$ cat config.mk
export PLATFORM = sky130hd
export DESIGN_NAME = lpwake_ctrl
export DESIGN_NICKNAME = d
export VERILOG_FILES = /design/src/rtl/lpwake_pkg.sv /design/src/rtl/lpwake_regs.sv /design/src/rtl/lpwake_filter.sv /design/src/rtl/lpwake_fsm.sv /design/src/rtl/lpwake_ctrl.sv
export SDC_FILE = /design/constraint.sdc
export NUM_CORES = 1
export LEC_CHECK = 0
export ABC_CLOCK_PERIOD_IN_PS = 1760
export BUFFER_PORTS_ARGS = -buffer_cell sky130_fd_sc_hd__buf_2
export CAP_MARGIN = 20
export CORE_UTILIZATION = 40
export DETAILED_ROUTE_END_ITERATION = 16
export GPL_TIMING_DRIVEN = 0
export PLACE_DENSITY_LB_ADDON = 0.1
export SYNTH_ARGS = -nofsm -noshare
export SYNTH_HDL_FRONTEND = slang
export SYNTH_SLANG_ARGS = --single-unit
$ cat constraint.sdc
create_clock -name clk -period 1.76 [get_ports clk]
set_input_delay 0.176 -clock clk [delete_from_list [all_inputs] [get_ports clk]]
set_output_delay 0.176 -clock clk [all_outputs]
set_load 0.01 [all_outputs]
$ cat src/rtl/lpwake_pkg.sv
package lpwake_pkg;
  localparam int CTRL_W = 8;

  typedef enum logic [1:0] {
    LPM_RUN  = 2'b00,
    LPM_IDLE = 2'b01,
    LPM_DOZE = 2'b10,
    LPM_STOP = 2'b11
  } lpm_e;

  localparam logic [CTRL_W-1:0] CTRL_RST  = 8'h02;
  localparam logic [CTRL_W-1:0] CTRL_MASK = 8'hDA;
  localparam int MODE_LSB = 6;
  localparam int CSTP_LSB = 3;
  localparam int STBY_BIT = 1;
endpackage

$ cat src/rtl/lpwake_regs.sv
module lpwake_regs
  import lpwake_pkg::*;
#(
  parameter int LVL_W = 3
) (
  input  logic              clk,
  input  logic              rst_n,
  input  logic              wr_en,
  input  logic              addr,
  input  logic [CTRL_W-1:0] wdata,
  output logic [CTRL_W-1:0] rdata,
  output logic [1:0]        mode_sel,
  output logic [1:0]        cstp_sel,
  output logic              stby_sel,
  output logic [LVL_W-1:0]  thr
);
  logic [CTRL_W-1:0] ctrl_q, ctrl_d;
  logic [LVL_W-1:0]  thr_q, thr_d;
  logic              ctrl_en, thr_en;

  assign ctrl_en = wr_en && !addr;
  assign thr_en  = wr_en && addr;

  always_comb begin
    ctrl_d = ctrl_q;
    thr_d  = thr_q;
    if (ctrl_en) ctrl_d = wdata & CTRL_MASK;
    if (thr_en)  thr_d  = wdata[LVL_W-1:0];
  end

  always_ff @(posedge clk or negedge rst_n) begin
    if (!rst_n) begin
      ctrl_q <= CTRL_RST;
      thr_q  <= '0;
    end else begin
      ctrl_q <= ctrl_d;
      thr_q  <= thr_d;
    end
  end

  always_comb begin
    if (addr) rdata = {{(CTRL_W-LVL_W){1'b0}}, thr_q};
    else      rdata = ctrl_q;
  end

  assign mode_sel = ctrl_q[MODE_LSB+1:MODE_LSB];
  assign cstp_sel = ctrl_q[CSTP_LSB+1:CSTP_LSB];
  assign stby_sel = ctrl_q[STBY_BIT];
  assign thr      = thr_q;
endmodule

$ cat src/rtl/lpwake_filter.sv
module lpwake_filter #(
  parameter int LVL_W = 3
) (
  input  logic [LVL_W-1:0] thr,
  input  logic [LVL_W-1:0] level,
  input  logic             valid,
  output logic             hit
);
  localparam logic [LVL_W-1:0] LVL_MAX = {LVL_W{1'b1}};
  localparam logic [LVL_W-1:0] THR_TOP = LVL_MAX - 1'b1;

  logic [LVL_W-1:0] min_lvl;

  always_comb begin
    if (thr == '0)           min_lvl = {{(LVL_W-1){1'b0}}, 1'b1};
    else if (thr >= THR_TOP) min_lvl = LVL_MAX;
    else                     min_lvl = thr + 1'b1;
  end

  assign hit = valid && (level != '0) && (level >= min_lvl);
endmodule

$ cat src/rtl/lpwake_fsm.sv
module lpwake_fsm
  import lpwake_pkg::*;
(
  input  logic       clk,
  input  logic       rst_n,
  input  logic       stop_req,
  input  logic [1:0] mode_sel,
  input  logic [1:0] cstp_sel,
  input  logic       hit,
  output logic       active,
  output logic [1:0] mode,
  output logic [1:0] clk_stop,
  output logic       wake
);
  logic active_q, active_d;
  lpm_e mode_q, mode_d;
  logic wake_q, wake_d;

  always_comb begin
    active_d = active_q;
    mode_d   = mode_q;
    wake_d   = 1'b0;
    if (!active_q) begin
      if (stop_req && (lpm_e'(mode_sel) != LPM_RUN)) begin
        active_d = 1'b1;
        mode_d   = lpm_e'(mode_sel);
      end
    end else if (hit) begin
      active_d = 1'b0;
      mode_d   = LPM_RUN;
      wake_d   = 1'b1;
    end
  end

  always_ff @(posedge clk or negedge rst_n) begin
    if (!rst_n) begin
      active_q <= 1'b0;
      mode_q   <= LPM_RUN;
      wake_q   <= 1'b0;
    end else begin
      active_q <= active_d;
      mode_q   <= mode_d;
      wake_q   <= wake_d;
    end
  end

  assign active   = active_q;
  assign mode     = mode_q;
  assign wake     = wake_q;
  assign clk_stop = (active_q && mode_q == LPM_STOP) ? cstp_sel : 2'b00;
endmodule

$ cat src/rtl/lpwake_ctrl.sv
module lpwake_ctrl
  import lpwake_pkg::*;
#(
  parameter int LVL_W = 3
) (
  input  logic              clk,
  input  logic              rst_n,
  input  logic              reg_wr_en,
  input  logic              reg_addr,
  input  logic [CTRL_W-1:0] reg_wdata,
  output logic [CTRL_W-1:0] reg_rdata,
  input  logic              stop_req,
  input  logic              irq_valid,
  input  logic [LVL_W-1:0]  irq_level,
  input  logic              pwr_down_req,
  input  logic              lvd_en_ext,
  output logic              lp_active,
  output logic [1:0]        lp_mode,
  output logic [1:0]        clk_stop,
  output logic              wake_pulse,
  output logic              stby_on,
  output logic              stby_lvd_on
);
  logic [1:0]       mode_sel, cstp_sel;
  logic             stby_sel, hit;
  logic [LVL_W-1:0] thr;
  logic             stby_q, stby_d, lvd_q, lvd_d;

  lpwake_regs #(.LVL_W(LVL_W)) u_regs (
    .clk(clk), .rst_n(rst_n), .wr_en(reg_wr_en), .addr(reg_addr),
    .wdata(reg_wdata), .rdata(reg_rdata), .mode_sel(mode_sel),
    .cstp_sel(cstp_sel), .stby_sel(stby_sel), .thr(thr)
  );

  lpwake_filter #(.LVL_W(LVL_W)) u_filter (
    .thr(thr), .level(irq_level), .valid(irq_valid), .hit(hit)
  );

  lpwake_fsm u_fsm (
    .clk(clk), .rst_n(rst_n), .stop_req(stop_req), .mode_sel(mode_sel),
    .cstp_sel(cstp_sel), .hit(hit), .active(lp_active), .mode(lp_mode),
    .clk_stop(clk_stop), .wake(wake_pulse)
  );

  always_comb begin
    stby_d = pwr_down_req;
    lvd_d  = pwr_down_req && stby_sel && lvd_en_ext;
  end

  always_ff @(posedge clk or negedge rst_n) begin
    if (!rst_n) begin
      stby_q <= 1'b0;
      lvd_q  <= 1'b0;
    end else begin
      stby_q <= stby_d;
      lvd_q  <= lvd_d;
    end
  end

  assign stby_on     = stby_q;
  assign stby_lvd_on = lvd_q;
endmodule

* Yosys cells after proc, flatten, opt, wreduce, memory -nomap -nowiden
Cells that the tools add are included.
Cells by class: $add $sub $neg 1, magnitude comparators 2, eq/ne operators 2, muxes and demuxes 12, reductions and logical operators 14
Operators by type and width (number):
- $logic_and A1 B1 Y1 | 8
- $mux W2 | 4
- $mux W8 | 1
- $mux W3 | 2
- $mux W1 | 5
- $reduce_bool A2 Y1 | 2
- $add A3 B1 Y3 const B | 1
- $ge A3 B3 Y1 | 1
- $ge A3 B3 Y1 const B | 1
- $logic_not A3 Y1 | 1
- $reduce_bool A3 Y1 | 1
- $eq A2 B2 Y1 const B | 1
- $ne A2 B2 Y1 const B | 1
- $reduce_and A2 Y1 | 1
- $logic_not A1 Y1 | 1
Storage, ports and cells: bits in registers 14, input port bits 19, output and inout bits 16, word-level logic and storage cells 38

* Depth between registers and ports, before layout
Gate-level depths: netlist (run 1).
depth after elaboration 7, gate-level depth with buffers 11, depth with buffers taken out 11

* Cells and area by module
Synthesis (run 1) repeated with hierarchy kept, for this count alone.
Unflattened totals: cells, all modules 70, area, all modules 804.5 µm²
By module, submodules not included:
- lpwake_regs | times used 1, cells an instance 27, area each 402.9 µm², seq. area each 201.4 µm²
- lpwake_fsm | times used 1, cells an instance 17, area each 185.2 µm², seq. area each 100.1 µm²
- lpwake_filter | times used 1, cells an instance 23, area each 160.2 µm², seq. area each 0.0 µm²
- lpwake_ctrl | times used 1, cells an instance 3, area each 56.3 µm², seq. area each 50.0 µm²

* Worst setup path after synthesis (run 1)
Ideal clock, no wire load.
path kind reg-to-reg, start reg u_regs.thr_q[0], in the netlist u_regs.thr[0], end reg u_fsm.mode_q[0], in the netlist u_fsm.mode[0], library setup time 0.129 ns, arrival 1.594 ns, data required time 1.631 ns, setup slack 0.038 ns, cell stages (with the launch flop) 12, buffers on the path 0, clock period less this slack 1.722 ns, path through dfrtp_1 -> inv_1 -> ha_1 -> nor2_1 -> nand2_1 -> o21ai_0 -> nand2_1 -> ha_1 -> nand2b_1 -> nand3_1 -> a21oi_2 -> o21ai_0
Between the ends: cells in the longest elaborated chain, start to end 7, elaborated cells on any way between the ends 9, classes of those cells add/sub: 1; order compare: 2; eq/ne: 1; mux: 2; reduce/logical: 3
RTL lines:
- start, declared | line lpwake_regs.sv:18 | logic [LVL_W-1:0] thr_q, thr_d;
- start signal, assigned | line lpwake_regs.sv:37 | thr_q <= thr_d;
- $add A3 B1 Y3 or $ge A3 B3 Y1 (tied branches) | line lpwake_filter.sv:17, lpwake_filter.sv:16
- $mux W3 | line lpwake_filter.sv:16 | else if (thr >= THR_TOP) min_lvl = LVL_MAX;
- $mux W3 (*) | line lpwake_filter.sv:15 | if (thr == '0) min_lvl = {{(LVL_W-1){1'b0}}, 1'b1};
- $ge A3 B3 Y1 (*) | line lpwake_filter.sv:20 | assign hit = valid && (level != '0) && (level >= min_lvl);
- $logic_and A1 B1 Y1 (*) | line lpwake_filter.sv:20
- $ne A2 B2 Y1 (no line) (*)
- $reduce_and A2 Y1 (no line) (*)
- end signal, assigned | line lpwake_fsm.sv:42 | mode_q <= mode_d;
- end, declared | line lpwake_fsm.sv:16 | lpm_e mode_q, mode_d;
Mark *: on every way between the ends. The rest lies on a longest branch, timed or not. A chain may end at the register's enable or synchronous reset.

* Worst setup path in the final report (run 1)
start reg u_regs.thr_q[1], in the netlist u_regs.thr[1], end reg u_fsm.mode_q[1], in the netlist u_fsm.mode[1]
Same word-level chain as after synthesis.

==> out/metrics.cfg, run 1 <==
[status]
status=complete, no violations

[cts]
root_buffer=clkbuf_4
cts_buffers=3
max-clock-path-buffers=2
h-tree-depth=1
cts_tree=done
cts_sinks=14
clock_latency_ns=0.28
clkTransAtPathRegs_ns=0.08

[worst_setup_path]
crit_path_end=u_fsm.mode[1]$_DFFE_PN0P_
cp.arrival_ns=1.91
startpoint_type=register
reg2regPathDepth=8
worstSetupEndpointType=register
cp_max_fo=4
cp-startpoint=u_regs.thr[1]$_DFFE_PN0P_
path_class=register to register
rr_startpoint=u_regs.thr[1]$_DFFE_PN0P_
critPathRequiredTime_ns=1.93
regToRegSetupSlack_ns=0.02
r2r_end=u_fsm.mode[1]$_DFFE_PN0P_

[timing]
fin_ws_ns=0.01544
clock.fmax_mhz=573.2
setup_violations=0
final_max_slew_viol_count=0
hold_ws_ns=0.02230
tns_ns=0
layout_min_cycle_time_ns=1.745
final_hold_viol_count=0
period_share=0.9912
finClkSkew_ns=0.005434
rsz0062_at_grt=true

[routing]
routedWlPerCell_um=12.14
route.detailed.drc=0
drt.antenna.violating_nets=0
drt_iter0_drc=5
viasPerCell=4.730
dr.pass1.iters=2
routed_wl_um=1663
num_vias=648

[die]
coreArea_mm2=0.001783
dieWidth_um=46.43
dieArea_mm2=0.002155
pin_count=35
rows=15
die_h_um=46.43
initial_core_util=0.4428

[global_route]
grt.total_usage=0.1750
antenna_found_initial=0
grt_overflow=0
grt_pass1_vias=650
grt_max_degree=15
grt_pass1_wl_um=2587

[power]
p_per_area_mw_per_mm2=966.5
ir_drop_v=0.0008085
power_mw=1.138
leakage_nw=0.5896

[yosys]
netlist_instances=69
syn-num-nets=94
ys_types=25
yosysSeqAreaShare=0.4453
ys_warn_count=0
synth_seq_cells=14
synth_area_um2=789.5
avgSynthCellArea_um2=11.44

[run]
cap_violations=0

[cells_and_area]
fillCellCount=146
instances_no_fill=137
layout_common_cells=32 x buf_2, 12 x dfrtp_1, 6 x nand2_1, 6 x buf_4, 5 x mux2_4
layout.nets=138
final_common_cell=buf_2
diodes=0
layout.area.seq_um2=352.8
syn_to_final_growth_pct=49.13
drive_gt1_frac=0.6429
multi_input_area_um2=515.5

[placement]
port_buffers=32
place_inst=126
place_congestion=0.7354
post-dp-hpwl_um=1198
place_ws_ns=-0.1475

[worst_hold_path]
min_path_type=input pin to register

-- flip-flops by register name (all words and copies together) (netlist names) --
signal         cells
stby_lvd_on        1
stby_on            1
u_fsm.active       1
u_fsm.mode         2
u_fsm.wake         1
u_regs.ctrl_q      5
u_regs.thr         3
-- final cells by class --
type                    count  area share
repair buffers             39      0.1860
inverters                   4     0.01275
well taps                  25     0.02657
plain buffers               1    0.006376
multi-input cells          50      0.4378
clock buffers               4     0.03082
flip-flops and latches     14      0.2997
-- layer usage --
layer,vias to the layer above,GRT usage,share of wire
met5,-,0,0
met2,22,0.3167,0.54
met4,0,0.03529,0
met1,302,0.1860,0.40
met3,0,0.07451,0.051
li1,324,-,-
-- how the worst min path moves through the flow --
stage,startpoint,endpoint,slack (ns),depth (start not counted)
3_5_place_dp,rst_n,u_fsm.active$_DFF_PN0_,0.08,1
5_1_grt,pwr_down_req,stby_on$_DFF_PN0_,0.006,1
3_3_place_gp,rst_n,u_fsm.active$_DFF_PN0_,0.09,1
6_report,pwr_down_req,stby_on$_DFF_PN0_,0.02,1
4_1_cts,pwr_down_req,stby_on$_DFF_PN0_,0.01,1
2_1_floorplan,rst_n,stby_lvd_on$_DFF_PN0_,-0.12,0
-- synth_stat cells --
cell type  instances  share of area
mux2_4             5          0.095
o21ai_0            5          0.032
and2_2             2          0.019
nor2_1             1         0.0047
a21oi_1            2          0.013
and2b_2            4          0.044
a21oi_2            1          0.011
buf_4              1         0.0095
mux2_1             3          0.043
and3_1             1         0.0079
nand3_1            2          0.013
nand2_1            6          0.029
and4_1             2          0.022
conb_1             1         0.0047
nand2_2            1         0.0079
o311ai_1           1          0.011
ha_1               6          0.095
nor2b_4            1          0.017
inv_1              4          0.019
mux2_2             1          0.014
dfrtp_1           13           0.41
o32ai_1            1          0.011
dfstp_2            1          0.033
nand2b_1           1         0.0079
nor2b_1            3          0.024
-- kinds of logic (layout without fill, tap and decap cells) --
kind of cell,after synthesis,after routing,synth area share
buf+inv,5,48,0.02852
simple gates,24,24,0.1965
compound gates,10,10,0.07766
flops,14,14,0.4453
fa+ha+maj,6,6,0.09508
other cells,1,1,0.004750
mux,9,9,0.1521
-- critical path, stage by stage, from the launching register on --
cell and delay, ns:
dfrtp_2 0.43, inv_2 0.06, ha_4 0.26, nor2b_1 0.11
o32ai_1 0.10, ha_1 0.34, nand3_4 0.09, a21oi_4 0.16
o21ai_1 0.09
-- power breakdown --
group / switching [mW] / internal [mW]
Combinational: 0.214 / 0.246
Sequential: 0.0635 / 0.390
Clock: 0.0984 / 0.126
Total: 0.376 / 0.762
-- stage by stage --
| step | util | instance area [um^2] |
|---|---|---|
| after global routing | 0.6604 | 1177 |
| after CTS | 0.6091 | 1086 |
| after detailed placement | 0.5502 | 980.9 |
| after floorplan | - | 789.5 |
| final | 0.6604 | 1177 |
| after global placement | 0.5502 | 980.9 |
-- what timing repair did --
action / in CTS / in global routing
pin swaps: 4 / 12
setup buffers: 5 / 1
endpoints found under the hold margin: 13 / 0
gates resized for setup: 8 / 16
setup endpoints to repair: 4 / 4
hold buffers: 1 / 0
Note: power is estimated with default switching activity, not from simulation.
==> run 2, diff against run 1 <==
- CORE_MARGIN: unset -> 3
- REMOVE_ABC_BUFFERS: unset -> 1
==> out/metrics.cfg, run 2 (same netlist as run 1, synthesis figures left out) <==
[worst_setup_path]
cp_max_fo=4
path_class=register to register
startpoint_type=register
reg2regPathDepth=8
cp.arrival_ns=1.96
worstSetupEndpointType=register
critPathRequiredTime_ns=1.97

[die]
rows=15
die_h_um=50.43
initial_core_util=0.4382
dieArea_mm2=0.002543
pin_count=35
coreArea_mm2=0.001802
dieWidth_um=50.43

[cells_and_area]
regMostFlops=u_regs.ctrl_q
drive_gt1_frac=0.5946
largest_reg_flops=5
layout.nets=137
final_common_cell=buf_2
diodes=0
layout_common_cells=32 x buf_2, 12 x dfrtp_1, 6 x nand2_1, 5 x mux2_4, 5 x buf_4
utilization=0.6285
syn_to_final_growth_pct=43.42

[power]
seqPwrFrac=0.414
ir_drop_v=0.0006553
p_clk_frac=0.205
power_mw=1.093
comb_power_share=0.380
leakage_nw=0.5810
internal_power_mw=0.7397
p_sw_frac=0.3235
p_per_area_mw_per_mm2=965.7
p_switching_mw=0.3538

[routing]
drt_iter0_drc=2
viasPerCell=4.757
drt.antenna.violating_nets=0
routed_wl_um=1574
num_vias=647
routedWlPerCell_um=11.57
dr.pass1.iters=3
route.detailed.drc=0

[timing]
final_max_slew_viol_count=0
final_hold_viol_count=0
hold_ws_ns=0.1094
setup_violations=0
layout_min_cycle_time_ns=1.743
clock.fmax_mhz=573.8
rsz0062_at_grt=true
fin_ws_ns=0.01730
period_share=0.9902
finClkSkew_ns=0.006718

[cts]
cts_buffers=3
clock_latency_ns=0.28
root_buffer=clkbuf_4
h-tree-depth=1
clkTransAtPathRegs_ns=0.08
max-clock-path-buffers=2
cts_tree=done
cts_sinks=14

[placement]
place_ws_ns=-0.1365
port_buffers=32
place_congestion=0.6426
post-dp-hpwl_um=1176

[global_route]
grt.total_usage=0.1374
grt_overflow=0
grt_max_degree=15
grt_pass1_wl_um=2580
grt_pass1_vias=637
antenna_found_initial=0

[worst_hold_path]
hold_depth=2
min_path_type=input pin to register

[status]
status=complete, no violations

[run]
cap_violations=0

==> run 2: final timing paths <==
path                                         startpoint  slack (ns)                            to
hold / removal                             reg_wdata[2]        0.11     u_regs.thr[2]$_DFFE_PN0P_
setup / recovery              u_regs.thr[0]$_DFFE_PN0P_        0.02     u_fsm.mode[0]$_DFFE_PN0P_
setup reg to reg              u_regs.thr[0]$_DFFE_PN0P_        0.02     u_fsm.mode[0]$_DFFE_PN0P_
max in group asynchronous                         rst_n        1.15  u_regs.ctrl_q[1]$_DFFE_PN1P_
min in group asynchronous                         rst_n        0.31          u_fsm.wake$_DFF_PN0_
hold reg to reg            u_regs.ctrl_q[4]$_DFFE_PN0P_        0.54  u_regs.ctrl_q[4]$_DFFE_PN0P_
==> run 2: repair_timing <==
action	4_1_cts	5_1_grt
setup buffers	4	1
hold buffers	1	1
gates resized for setup	9	8
pin swaps	7	7
endpoints found under the hold margin	13	1
endpoints found under the setup margin	3	4
==> run 2: area by class of cell <==
class | instances | area [um^2]
clock buffers | 4 | 36.28
fillers | 157 | 669.4
inverters | 4 | 15.01
multi-input cells | 50 | 479.2
flip-flops and latches | 14 | 352.8
well taps | 25 | 31.28
repair buffers | 39 | 217.7
==> run 2: per-layer routing <==
layer  GRT usage  vias to the layer above  wire length [um]
met5           0                        -                 0
met2      0.2435                       22               812
li1            -                      323                 -
met1      0.1504                      302               642
met4     0.04036                        0                 0
met3     0.05341                        0               119
==> run 2: critical path, cell delays in order, from the launching register on <==
cell and delay, ns:
dfrtp_1 0.39, buf_4 0.14, ha_1 0.20, nor2b_1 0.13, o21ai_1 0.14, ha_1 0.28, a21oi_2 0.18, a21oi_4 0.08
o21ai_1 0.14
==> run 2: power groups by stage <==
stage               combinational, mW  sequential [mW]  clock (mW)
finish                          0.416            0.453       0.225
global placement                0.308            0.459           0
CTS                             0.359            0.454       0.237
floorplan                       0.183            0.464           0
global route                    0.464            0.467       0.263
detailed placement              0.314            0.463           0
==> run 2: metrics by stage <==
step	cell area [um^2]	instances	setup TNS (ns)
2_1_floorplan	782.0	68	0
3_3_place_gp	973.4	125	-0.3041
3_5_place_dp	973.4	125	-0.3486
4_1_cts	1071	134	-0.001966
5_1_grt	1132	136	-0.3459
6_report	1132	136	0
==> run 3, diff against run 2 <==
- ABC_CLOCK_PERIOD_IN_PS: 1760 -> 1600
- HOLD_SLACK_MARGIN: unset -> 0.1
- SETUP_SLACK_MARGIN: unset -> 0.4
- clock period: 1.76 -> 1.6 ns (I/O delays scaled with it)
==> out/metrics.cfg, run 3 (same netlist as run 1, synthesis figures left out) <==
[worst_hold_path]
hold_path.startpoint=lvd_en_ext
hold_depth=2
holdPathEnd=stby_lvd_on$_DFF_PN0_
min_path_type=input pin to register

[cells_and_area]
syn_to_final_growth_pct=64.18
drive_gt1_frac=0.5820
multi_input_area_um2=483.0
layout.nets=148
layout.area.seq_um2=354.1
fillCellCount=144
final_common_cell=buf_2
diodes=0
stdcell_area_mm2=0.001296
largest_reg_flops=5
layout_common_cells=25 x buf_2, 11 x buf_6, 11 x dfrtp_1, 9 x dlygate4sd3_1, 6 x nand2_1
regMostFlops=u_regs.ctrl_q

[timing]
finClkSkew_ns=0.005609
fin_ws_ns=-0.1775
layout_min_cycle_time_ns=1.777
rsz0062_at_grt=true
clock.fmax_mhz=562.6
final_max_slew_viol_count=0
period_share=1.111
final_hold_viol_count=0
tns_ns=-0.6116
setup_violations=4

[routing]
routed_wl_um=1722
routedWlPerCell_um=11.71
drt_iter0_drc=1
viasPerCell=4.769
dr.pass1.iters=4
drt.antenna.violating_nets=0
route.detailed.drc=0
num_vias=701

[cts]
clkTransAtPathRegs_ns=0.08
cts_sinks=14
root_buffer=clkbuf_4
clock_latency_ns=0.28
max-clock-path-buffers=2
h-tree-depth=1
cts_buffers=3
cts_tree=done

[worst_setup_path]
worstSetupEndpointType=register
regToRegSetupSlack_ns=-0.18
critPathRequiredTime_ns=1.77
cpPeakStageDelay_ns=0.46
path_class=register to register
worstPathCellList=ha_4 > nor2_4 > nand2_1 > o21ai_1 > nand2_1 > ha_4 > nand2b_4 > nand3_4 > a21oi_4 > o21ai_1
cp_max_fo=5
r2r_end=u_fsm.mode[1]$_DFFE_PN0P_
reg2regPathDepth=10
cp_top_family=flip-flops
rr_startpoint=u_regs.thr[1]$_DFFE_PN0P_
cp.arrival_ns=1.95
cpMaxStageDelayCell=dfrtp_2
startpoint_type=register
cp_num_buf_inv=0

[placement]
post_dp_cell_area_um2=973.4
place_congestion=0.6426
post-dp-hpwl_um=1176
port_buffers=32

[die]
die_h_um=50.43
initial_core_util=0.4382
pin_count=35
coreArea_mm2=0.001802
dieArea_mm2=0.002543
dieWidth_um=50.43
rows=15

[status]
violations=setup timing
status=finished, violations left

[global_route]
grt.total_usage=0.1468
grt_max_degree=15
grt_pass1_vias=686
antenna_found_initial=0
grt_overflow=0
grt_pass1_wl_um=2746

[run]
cap_violations=0

[power]
ir_drop_v=0.0006206
p_per_area_mw_per_mm2=1015
leakage_nw=0.6420

==> run 3: cell count changes in the layout (fill, tap and decap cells not counted), sizes merged <==
cell,change
buf,+4
dlygate4sd3,+7
==> run 3: power breakdown <==
group / switching [mW] / leakage [nW] / total, mW / internal (mW)
Clock: 0.110 / 0.0210 / 0.249 / 0.138
Sequential: 0.0677 / 0.165 / 0.498 / 0.430
Combinational: 0.240 / 0.456 / 0.569 / 0.329
Total: 0.418 / 0.642 / 1.32 / 0.898
==> run 3: worst reg2reg max path, cell delays in order, from the launching register on <==
cell and delay [ns]:
dfrtp_2 0.46, ha_4 0.19, nor2_4 0.10, nand2_1 0.05, o21ai_1 0.09, nand2_1 0.11, ha_4 0.27, nand2b_4 0.12
nand3_4 0.06, a21oi_4 0.16, o21ai_1 0.07
==> run 3: per-stage QoR <==
step	hold slack, ns	worst slack (ns)	utilization	std cells	power [mW]
after detailed placement	0.07517	-0.2965	0.5403	125	0.8544
after global placement	0.07160	-0.2820	0.5403	125	0.8440
final	0.1258	-0.1775	0.7194	147	1.316
after CTS	0.1034	-0.1550	0.6618	143	1.223
after global routing	0.1138	-0.3141	0.7194	147	1.420
after floorplan	-0.1356	-0.1223	-	68	0.7124
==> run 3: metal layers <==
metal	GRT usage	share of wire	up-vias	wire length, um
met1	0.1673	0.42	331	721
met5	0	0	-	0
met2	0.2391	0.52	22	888
li1	-	-	348	-
met4	0.07623	0	0	0
met3	0.05341	0.065	0	112
==> run 3: worst max-delay path by stage <==
stage / start / depth (start not counted) / slack (ns) / to
global placement: u_regs.thr[0]$_DFFE_PN0P_ / 11 / -0.28 / u_fsm.mode[1]$_DFFE_PN0P_
detailed placement: u_regs.thr[0]$_DFFE_PN0P_ / 11 / -0.30 / u_fsm.mode[1]$_DFFE_PN0P_
finish: u_regs.thr[1]$_DFFE_PN0P_ / 10 / -0.18 / u_fsm.mode[1]$_DFFE_PN0P_
floorplan: u_regs.thr[0]$_DFFE_PN0P_ / 11 / -0.12 / u_fsm.mode[0]$_DFFE_PN0P_
CTS: u_regs.thr[1]$_DFFE_PN0P_ / 8 / -0.16 / u_fsm.mode[1]$_DFFE_PN0P_
global route: u_regs.thr[1]$_DFFE_PN0P_ / 10 / -0.31 / u_fsm.mode[0]$_DFFE_PN0P_
==> run 3: repair_timing <==
item                                    in CTS  in global routing
hold buffers                                 7                  2
gates resized for setup                     18                 12
endpoints found under the hold margin       20                  2
endpoints found under the setup margin      10                 14
pin swaps                                    7                  3
buffers inserted                             7                  2
==> run 3: final cells by class <==
class / instances / share of cell area
Inverter: 4 / 0.01158
Multi-Input combinational cell: 50 / 0.3726
Sequential cell: 14 / 0.2732
Tap cell: 25 / 0.02413
Clock buffer: 4 / 0.02799
Timing Repair Buffer: 50 / 0.2905
